## src/rtl/cnt_pkg.sv

```systemverilog
package cnt_pkg;

  typedef enum logic [1:0] {
    OP_HOLD  = 2'd0,
    OP_COUNT = 2'd1,
    OP_LOAD  = 2'd2,
    OP_CLEAR = 2'd3
  } cnt_op_e;

  function automatic int unsigned term_of(input int unsigned width, input bit decade);
    return decade ? 32'd9 : ((32'd1 << width) - 32'd1);
  endfunction

endpackage

```

## src/rtl/cnt_rst_sync.sv

```systemverilog
module cnt_rst_sync #(
  parameter int STAGES = 2
) (
  input  logic clk,
  input  logic rst_n,
  output logic rst_sync_n
);
  logic [STAGES-1:0] chain_q;
  logic [STAGES-1:0] chain_d;

  always_comb begin
    chain_d = {chain_q[STAGES-2:0], 1'b1};
  end

  always_ff @(posedge clk or negedge rst_n) begin
    if (!rst_n) chain_q <= '0;
    else        chain_q <= chain_d;
  end

  assign rst_sync_n = chain_q[STAGES-1];
endmodule

```

## src/rtl/cnt_op_decode.sv

```systemverilog
module cnt_op_decode
  import cnt_pkg::*;
#(
  parameter bit SYNC_CLR = 1'b1
) (
  input  logic    clr_n,
  input  logic    ld_n,
  input  logic    en_p,
  input  logic    en_t,
  output cnt_op_e op
);
  logic clr_req;

  generate
    if (SYNC_CLR) begin : g_sync
      assign clr_req = ~clr_n;
    end else begin : g_async
      assign clr_req = 1'b0;
    end
  endgenerate

  always_comb begin
    if (clr_req)            op = OP_CLEAR;
    else if (!ld_n)         op = OP_LOAD;
    else if (en_p && en_t)  op = OP_COUNT;
    else                    op = OP_HOLD;
  end
endmodule

```

## src/rtl/cnt_next_state.sv

```systemverilog
module cnt_next_state
  import cnt_pkg::*;
#(
  parameter int WIDTH  = 4,
  parameter bit DECADE = 1'b0
) (
  input  cnt_op_e          op,
  input  logic [WIDTH-1:0] q_cur,
  input  logic [WIDTH-1:0] din,
  output logic [WIDTH-1:0] q_nxt
);
  localparam logic [WIDTH-1:0] TERM = WIDTH'(term_of(WIDTH, DECADE));

  logic [WIDTH-1:0] q_inc;

  always_comb begin
    q_inc = (q_cur == TERM) ? '0 : q_cur + 1'b1;
    unique case (op)
      OP_CLEAR: q_nxt = '0;
      OP_LOAD:  q_nxt = din;
      OP_COUNT: q_nxt = q_inc;
      default:  q_nxt = q_cur;
    endcase
  end
endmodule

```

## src/rtl/cnt_carry.sv

```systemverilog
module cnt_carry
  import cnt_pkg::*;
#(
  parameter int WIDTH  = 4,
  parameter bit DECADE = 1'b0
) (
  input  logic [WIDTH-1:0] q_cur,
  input  logic             en_t,
  output logic             rco
);
  localparam logic [WIDTH-1:0] TERM = WIDTH'(term_of(WIDTH, DECADE));

  assign rco = en_t & (q_cur == TERM);
endmodule

```

## src/rtl/sync_cascade_counter.sv

```systemverilog
module sync_cascade_counter
  import cnt_pkg::*;
#(
  parameter int WIDTH      = 4,
  parameter bit DECADE     = 1'b0,
  parameter bit ASYNC_CLR  = 1'b0,
  parameter int RST_STAGES = 2
) (
  input  logic             clk,
  input  logic             rst_n,
  input  logic             clr_n,
  input  logic             ld_n,
  input  logic             en_p,
  input  logic             en_t,
  input  logic [WIDTH-1:0] din,
  output logic [WIDTH-1:0] q,
  output logic             rco
);
  localparam logic [WIDTH-1:0] TERM = WIDTH'(term_of(WIDTH, DECADE));

  logic             rst_core_n;
  logic             arst_n;
  cnt_op_e          op;
  logic [WIDTH-1:0] q_r;
  logic [WIDTH-1:0] q_nxt;
  logic             q_en;

  cnt_rst_sync #(.STAGES(RST_STAGES)) u_rst (
    .clk(clk), .rst_n(rst_n), .rst_sync_n(rst_core_n)
  );

  generate
    if (ASYNC_CLR) begin : g_aclr
      assign arst_n = rst_core_n & clr_n;
    end else begin : g_sclr
      assign arst_n = rst_core_n;
    end
  endgenerate

  cnt_op_decode #(.SYNC_CLR(!ASYNC_CLR)) u_dec (
    .clr_n(clr_n), .ld_n(ld_n), .en_p(en_p), .en_t(en_t), .op(op)
  );

  cnt_next_state #(.WIDTH(WIDTH), .DECADE(DECADE)) u_nxt (
    .op(op), .q_cur(q_r), .din(din), .q_nxt(q_nxt)
  );

  assign q_en = (op != OP_HOLD);

  always_ff @(posedge clk or negedge arst_n) begin
    if (!arst_n)   q_r <= '0;
    else if (q_en) q_r <= q_nxt;
  end

  cnt_carry #(.WIDTH(WIDTH), .DECADE(DECADE)) u_rco (
    .q_cur(q_r), .en_t(en_t), .rco(rco)
  );

  assign q = q_r;

  AST_RESET_ZERO: assert property (@(posedge clk) !rst_n |-> q == '0);
  AST_COUNT_STEP: assert property (@(posedge clk) disable iff (!arst_n)
    (clr_n && ld_n && en_p && en_t) |=> (q == WIDTH'($past(q) + 1'b1)) || (q == '0));
  AST_HOLD_STATE: assert property (@(posedge clk) disable iff (!arst_n)
    (clr_n && ld_n && !(en_p && en_t)) |=> $stable(q));
  AST_LOAD_TAKES: assert property (@(posedge clk) disable iff (!arst_n)
    (clr_n && !ld_n) |=> q == $past(din));
  AST_RCO_GATED: assert property (@(posedge clk) disable iff (!arst_n)
    rco |-> en_t);
  AST_RCO_AT_TERM: assert property (@(posedge clk) disable iff (!arst_n)
    rco |-> q == TERM);

  generate
    if (ASYNC_CLR) begin : g_chk_aclr
      AST_ASYNC_CLEAR: assert property (@(posedge clk) disable iff (!rst_core_n)
        !clr_n |-> q == '0);
    end else begin : g_chk_sclr
      AST_SYNC_CLEAR: assert property (@(posedge clk) disable iff (!rst_core_n)
        !clr_n |=> q == '0);
    end
    if (DECADE) begin : g_chk_dec
      AST_DEC_RANGE: assert property (@(posedge clk) disable iff (!arst_n)
        (clr_n && ld_n && q <= TERM) |=> q <= TERM);
    end
  endgenerate
endmodule

```

## config.mk

```make
export PLATFORM = sky130hd
export DESIGN_NAME = sync_cascade_counter
export DESIGN_NICKNAME = d
export VERILOG_FILES = /design/src/rtl/cnt_pkg.sv /design/src/rtl/cnt_rst_sync.sv /design/src/rtl/cnt_op_decode.sv /design/src/rtl/cnt_next_state.sv /design/src/rtl/cnt_carry.sv /design/src/rtl/sync_cascade_counter.sv
export SDC_FILE = /design/constraint.sdc
export NUM_CORES = 1
export LEC_CHECK = 0
export BUFFER_PORTS_ARGS = -buffer_cell sky130_fd_sc_hd__buf_2
export CAP_MARGIN = 20
export CORE_AREA = 10 10 47 49
export CTS_CLUSTER_SIZE = 24
export DETAILED_ROUTE_END_ITERATION = 12
export DIE_AREA = 0 0 57 59
export GPL_TIMING_DRIVEN = 0
export SYNTH_ARGS = -nofsm -noshare
export SYNTH_HDL_FRONTEND = slang
export SYNTH_SLANG_ARGS = --single-unit
```

## constraint.sdc

```tcl
create_clock -name clk -period 1.6 [get_ports clk]
set_clock_uncertainty 0.05 [all_clocks]
set_input_delay 0.24 -clock clk [delete_from_list [all_inputs] [get_ports clk]]
set_output_delay 0.24 -clock clk [all_outputs]
set_load 0.02 [all_outputs]
```

==> results of run 1 <==
## sequential cells by signal, summed over array words and instances, names as in the netlist
| register | count |
|---|---|
| q | 4 |
| u_rst.chain_q | 2 |
## critical path: cells and delay by family (launching register included)
kind | cells | cell delay [ns]
adders and majority gates | 1 | 0.19
buffers and inverters | 1 | 0.13
DFF | 1 | 0.38
and+or+nand+nor | 2 | 0.34
## cells by family after synthesis
family	Yosys count	share of synthesized area, %
flops	6	49.0
other cells	1	1.22
buf+inv	2	2.85
xor+xnor	2	5.72
fa+ha+maj	1	4.08
compound gates	7	13.9
simple gates	13	23.3
## routing by layer
layer	vias up	wire, um	global-route usage [%]
li1	154	-	-
met1	152	285	3.12
met2	8	495	9.61
met3	0	50	2.36
met4	0	0	2.01
met5	-	0	0
## timing repair
item,CTS,global route
hold buffers,1,0
buffers inserted,2,2
endpoints found under the hold margin,2,0
pin swaps,0,1
gates resized for setup,2,1
endpoints found under the setup margin,1,1
## how the worst min path moves through the flow
stage | startpoint | to | slack [ns] | cells past startpoint
2_1_floorplan | rst_n | u_rst.chain_q[0]$_DFF_PN0_ | -0.11 | 0
3_3_place_gp | rst_n | u_rst.chain_q[0]$_DFF_PN0_ | -0.02 | 1
3_5_place_dp | rst_n | u_rst.chain_q[0]$_DFF_PN0_ | -0.02 | 1
4_1_cts | u_rst.chain_q[1]$_DFF_PN0_ | q[1]$_DFFE_PN0P_ | 0.009 | 0
5_1_grt | u_rst.chain_q[1]$_DFF_PN0_ | q[2]$_DFFE_PN0P_ | 0.01 | 0
6_report | u_rst.chain_q[1]$_DFF_PN0_ | q[1]$_DFFE_PN0P_ | 0.003 | 0
## through the flow
step	utilization [%]	hold slack, ns	setup WS [ns]
after global placement	27.9	-0.0237	0.159
after detailed placement	27.9	-0.0224	0.163
final	33.0	0.00307	0.0386
after CTS	31.7	0.00870	0.00699
after global routing	33.0	0.0135	0.00319
after floorplan	-	-0.106	0.145
## layout by cell type, fill, tap and decap left out
| cell | synthesis | final |
|---|---|---|
| a21oi_1 | 1 | 1 |
| a311oi_1 | 1 | 1 |
| a31oi_1 | 2 | 2 |
| and2_2 | 1 | 1 |
| and3_4 | 1 | 1 |
| buf_2 | 1 | 13 |
| buf_4 | 0 | 4 |
| buf_6 | 0 | 1 |
| clkbuf_4 | 0 | 3 |
| conb_1 | 1 | 1 |
| dfrtp_1 | 6 | 6 |
| dlygate4sd3_1 | 0 | 1 |
| ha_2 | 0 | 1 |
| inv_1 | 1 | 1 |
| nand2_1 | 4 | 4 |
| nand3_1 | 3 | 3 |
| nor2_1 | 1 | 1 |
| nor2b_1 | 1 | 1 |
| o21ai_0 | 2 | 2 |
| o22ai_1 | 1 | 1 |
| or3_1 | 2 | 2 |
| xor2_1 | 2 | 2 |
## layout make-up
| class | instances | area [um^2] |
|---|---|---|
| fill | 168 | 938 |
| sequential | 6 | 150 |
| multi-input combinational | 24 | 150 |
| timing repair buffer | 18 | 111 |
| clock buffer | 3 | 22.5 |
| tap | 16 | 20.0 |
| buffer | 1 | 5.00 |
| inverter | 1 | 3.75 |
## report_power, final
part | internal, mW | switching [mW] | total, mW
Clock | 0.0843 | 0.0467 | 0.131
Sequential | 0.162 | 0.00851 | 0.170
Combinational | 0.0332 | 0.0362 | 0.0693
Total | 0.279 | 0.0914 | 0.371
==> impl_results.md, run 1 <==
* Status: completed
* Global-route congestion overflow total at 0
* Most frequent cell after synthesis: dfrtp_1
* Hold Crit Class: register to async pin
* DIE HEIGHT at 59 um
* Required time worst endpoint at 1.31 ns
* Reg-to-reg endpoint: q[0]$_DFFE_PN0P_
* Root Buffer: clkbuf_4
* Cell row count at 14
* Area leader, netlist: dfrtp_1
* DP Cell Count at 61
* Seq/Total Area, Yosys at 49.0%
* Reg2Reg Setup Slack at 0.22 ns
* WL final at 831 um
* # IOs at 15
* Routed len/inst at 12.0 um
* Global-route wire length before repair at 1210 um
* Synth cell count leaders: dfrtp_1 (6), nand2_1 (4), nand3_1 (3)
* P per Cell Area at 801 nW/um^2
* Yosys reg bits at 6
* Critical Path AT at around 1.3 ns
* Antenna-violating nets left at 0
* Starting Density at between 20% and 30%
* Skew-Pair Late Insertion Delay at 0.23 ns
* Setup TNS at 0 ns
* Die ar. at 3360 um^2
* CTS sink cnt at 6
* Final nets at 66
* Minimum clock period at 1.56 ns
* Vias per cell at 4.55
* All-Layer GR Usage at 4.55%
* Final Hold Fails at 0
* Area after DPL at between 300 and 400 um^2
* Yosys warns at 0
* Finished Layout Cells at 69
* RSZ-0062 raised after global routing: no
* Vias in the first global route at 331
* Die width at between 50 and 60 um
* Max-cap viol count at 0
* # H-tree levels at 1
* EDFF count, synth at 0
* Input/output buffers at 13
* CTS tree: done
* Final max-slew violation count at 0
* Post-Layout Inst Area at 463 um^2
* Final period util at 97.6%
* CTS clk-pin slew, worst paths at 0.04 ns
* Antenna fix cells at 0
* Async set-reset flop share out of synthesis at 100%
* DRC viols at 0
* Syn avg cell area at ~9.6 um^2
* Post-synth cell types at 18
* Critical-path top delay cell: dfrtp_1
* Max stage delay on crit path at 0.38 ns
* Core region area at about 1400 um^2
* Critical path class: register to output pin
* CTS Buf Count at 3
* Area grow syn2layout at 51.0%
* FF-to-FF Start: q[1]$_DFFE_PN0P_
* Final setup violation count at 0
* Total power at 371 uW
* Worst-path cell chain: ha_2 > and3_4 > and2_2 > buf_6
* Vias at approximately 310
* Drt first pass iters at 4
* Gp weighted congestion at a little under 0.7
* Synthesized net count at 43
* Initial antenna violation count at 0
* Worst r2r path cells at 4
* CP max FO at 3
* CP Capture Type: output pin
* Post-DP HPWL at 660 um
* Worst Setup SP: q[1]$_DFFE_PN0P_
* CP Launch Type: register
* DRT iter0 DRCs at 5
* Share of layout cells above drive strength 1 at between 40% and 50%
* CP endpoint: rco
* Upper clock frequency limit at between 600 and 700 MHz
* Pin count of the biggest net entering global routing at 10
* Cell Area, Synth at 307 um^2
* Synth Instances at 32
* LEAKAGE at 0.230 nW
* Synth area leaders: dfrtp_1 (49%), xor2_1 (5.7%), nand3_1 (4.9%), nand2_1 (4.9%), a31oi_1 (4.1%)
* Top cell type's share of synthesized area at 49.0%
* Main synth FF type: dfrtp_1
* Clk buf depth at 2
* Max VDD drop at 505 uV
Power figures use the tool's default switching activity.
==> run 2, diff against run 1 <==
--- a/config.mk
+++ b/config.mk
@@ -5,6 +5,7 @@
 export SDC_FILE = /design/constraint.sdc
 export NUM_CORES = 1
 export LEC_CHECK = 0
+export ABC_AREA = 1
 export BUFFER_PORTS_ARGS = -buffer_cell sky130_fd_sc_hd__buf_2
 export CAP_MARGIN = 20
 export CORE_AREA = 10 10 47 49
@@ -12,6 +13,7 @@
 export DETAILED_ROUTE_END_ITERATION = 12
 export DIE_AREA = 0 0 57 59
 export GPL_TIMING_DRIVEN = 0
+export SKIP_CTS_REPAIR_TIMING = 1
 export SYNTH_ARGS = -nofsm -noshare
 export SYNTH_HDL_FRONTEND = slang
 export SYNTH_SLANG_ARGS = --single-unit
==> run 2 against run 1 <==
The run now ends with hold timing left. Critical path depth did not move. Clock power barely moved. Register-to-register slack improved by 0.13 ns. Core utilization rose by 1.6 points. Power fell by 0.87%. Final cell count rose by 16%. Largest cell class is now multi-input gates. Largest power group unchanged. Highest routed layer unchanged.
==> impl_results.md, run 2 <==
* Drt first pass iters at 1 (-3)
* CTS sink cnt at 6 (unchanged)
* Hold Crit Class: register to async pin
* Cell row count at 14 (unchanged)
* Cell Area, Synth at 329 um^2 (+7.3%)
* Max reg flops at 4 (unchanged)
* Gp weighted congestion at 0.696 (+2.1%)
* Top cell type's share of synthesized area at 45.6% (-3.4 points)
* Synth cell count leaders: nand2_1 (11), nand3_1 (10), dfrtp_1 (6), inv_1 (5)
* # H-tree levels at 1 (unchanged)
* Met2 usage at 7.91% (-1.7 points)
* Core region area at 1400 um^2 (unchanged)
* Yosys warns at 0 (unchanged)
* Yosys reg bits at 6 (unchanged)
* Syn avg cell area at 7.65 um^2 (-20%)
* Routing usage on met1 at 4.33% (+1.2 points)
* Final max-slew violation count at 0 (unchanged)
* Global route hottest layer: met2
* Filler Cell Count at 160 (-4.8%)
* CTS Buf Count at 3 (unchanged)
* Synth Instances at 43 (+34%)
* Die width at 57 um (unchanged)
* Post-synth cell types at 13 (-5)
* Main synth FF type: dfrtp_1
* Synthesized net count at 54 (+26%)
* GRT met3 Usage at 1.72% (-0.64 points)
* Seq/Total Area, Yosys at 45.6% (-3.4 points)
* LEAKAGE at 0.275 nW (+20%)
* Global-route wire length before repair at 1230 um (+1.2%)
* Clk buf depth at 2 (unchanged)
* Post-Layout Inst Area at 485 um^2 (+4.9%)
* Die ar. at 3360 um^2 (unchanged)
* Final hold slack at -0.000703 ns (-0.00377 ns)
* Max VDD drop at 412 uV (-18%)
* Area grow syn2layout at 47.5%
* DRT iter0 DRCs at 0 (-5)
* P per Cell Area at 757 nW/um^2 (-5.5%)
* Routed len/inst at 9.24 um (-23%)
* Final Hold Fails at 2 (+2)
* Failing checks: hold timing
* Area leader, netlist: dfrtp_1
* Starting Density at 23.5% (+1.6 points)
* Required time worst endpoint at 1.31 ns (about the same)
* Final setup violation count at 0 (unchanged)
* Skew-Pair Late Insertion Delay at 0.23 ns (about the same)
* Upper clock frequency limit at 677 MHz (+5.7%)
* Max-cap viol count at 0 (unchanged)
* Top reg by flops: q
* DP Cell Count at 73 (+20%)
* Vias in the first global route at 313 (-5.4%)
* EDFF count, synth at 0 (unchanged)
* Vias per cell at 4.06 (-11%)
* Synth area leaders: dfrtp_1 (46%), nand3_1 (15%), nand2_1 (13%), inv_1 (5.7%), ha_1 (3.8%)
* Input/output buffers at 14 (+1)
* Top flop regs: q (4), u_rst.chain_q (2)
* Commonest non-fill, non-tap cells in the layout: buf_2 (13), nand2_1 (10), nand3_1 (10), inv_1 (5), dfrtp_1 (5)
* CTS clk-pin slew, worst paths at 0.04 ns (about the same)
* Global-route congestion overflow total at 0 (unchanged)
* Final period util at 92.3% (-5.2 points)
* Root Buffer: clkbuf_4
* Finished Layout Cells at 80 (+16%)
* Most frequent cell after synthesis: nand2_1
* RSZ-0062 raised after global routing: no
* Setup TNS at 0 ns (unchanged)
* DRC viols at 0 (unchanged)
* Antenna fix cells at 0 (unchanged)
* Most common cell after layout, fill and taps aside: buf_2
* All-Layer GR Usage at 4.77% (+0.22 points)
* CP Capture Type: output pin
* CTS tree: done
* CP Launch Type: register
* Post-DP HPWL at 650 um (-1.5%)
* WL final at 739 um (-11%)
* CP max FO at 4 (+1)
* Total power at 368 uW (-0.87%)
* Critical path class: register to output pin
* Final nets at 77 (+17%)
* Vias at 325 (+3.5%)
* Share of layout cells above drive strength 1 at 45.3% (about the same)
* # IOs at 15 (unchanged)
* Multi-input gate area at 164 um^2 (+9.2%)
* Final Core Density at 34.6% (+1.6 points)
* Async set-reset flop share out of synthesis at 100% (unchanged)
* FF+latch area at 151 um^2 (+0.83%)
* Area after DPL at 419 um^2 (+7.0%)
* Initial antenna violation count at 0 (unchanged)
* Critical Path AT at 1.19 ns (-0.08 ns)
* Minimum clock period at 1.48 ns (-0.0838 ns)
* Pin count of the biggest net entering global routing at 7 (-3)
* Antenna-violating nets left at 0 (unchanged)
* Status: finished, violations left
* DIE HEIGHT at 59 um (unchanged)
run 2: worst paths after layout:
| check | start | end | slack, ns | depth (start not counted) |
|---|---|---|---|---|
| setup / recovery | q[0]$_DFFE_PN0P_ | rco | 0.12 | 4 |
| hold / removal | u_rst.chain_q[1]$_DFF_PN0_ | q[2]$_DFFE_PN0P_ | -0.0007 | 0 |
| setup reg to reg | q[0]$_DFFE_PN0P_ | q[2]$_DFFE_PN0P_ | 0.35 | 4 |
| hold reg to reg | u_rst.chain_q[1]$_DFF_PN0_ | q[2]$_DFFE_PN0P_ | -0.0007 | 0 |
| max in group asynchronous | rst_n | u_rst.chain_q[1]$_DFF_PN0_ | 1.14 | 2 |
| min in group clk | din[3] | q[3]$_DFFE_PN0P_ | 0.22 | 3 |
run 2: per-layer routing:
metal  wire length, um  part of all wire (%)
met1               259                    35
met2               423                    57
met3                55                   7.4
met4                 0                     0
met5                 0                     0
run 2: cell families after synthesis:
kind of cell / share of synthesized area (%)
flops: 45.6
fa+ha+maj: 3.80
buf+inv: 6.84
simple gates: 42.6
other cells: 1.14
run 2: layout make-up:
cell class              instances  area share [%]
inverters                       6            4.64
multi-input cells              31            33.8
repair buffers                 18            21.6
flip-flops and latches          6            31.2
well taps                      16            4.12
clock buffers                   3            4.64
run 2: stage by stage:
stage / worst slack [ns] / hold slack [ns]
floorplan: 0.000400 / -0.106
global placement: 0.273 / -0.0239
detailed placement: 0.270 / -0.0225
CTS: 0.00508 / -0.280
global route: 0.0126 / 0.0203
finish: 0.122 / -0.000703
run 2: power by group:
group | switching [mW] | total (mW) | leakage, nW | internal [mW]
Combinational | 0.0355 | 0.0670 | 0.186 | 0.0315
Clock | 0.0456 | 0.130 | 0.0138 | 0.0842
Sequential | 0.00860 | 0.171 | 0.0749 | 0.162
run 2: worst max-delay path, stage by stage, from the launching register on:
cell	delay, ns
dfrtp_2	0.38
ha_1	0.18
nand2_2	0.07
nor3b_2	0.17
buf_4	0.16
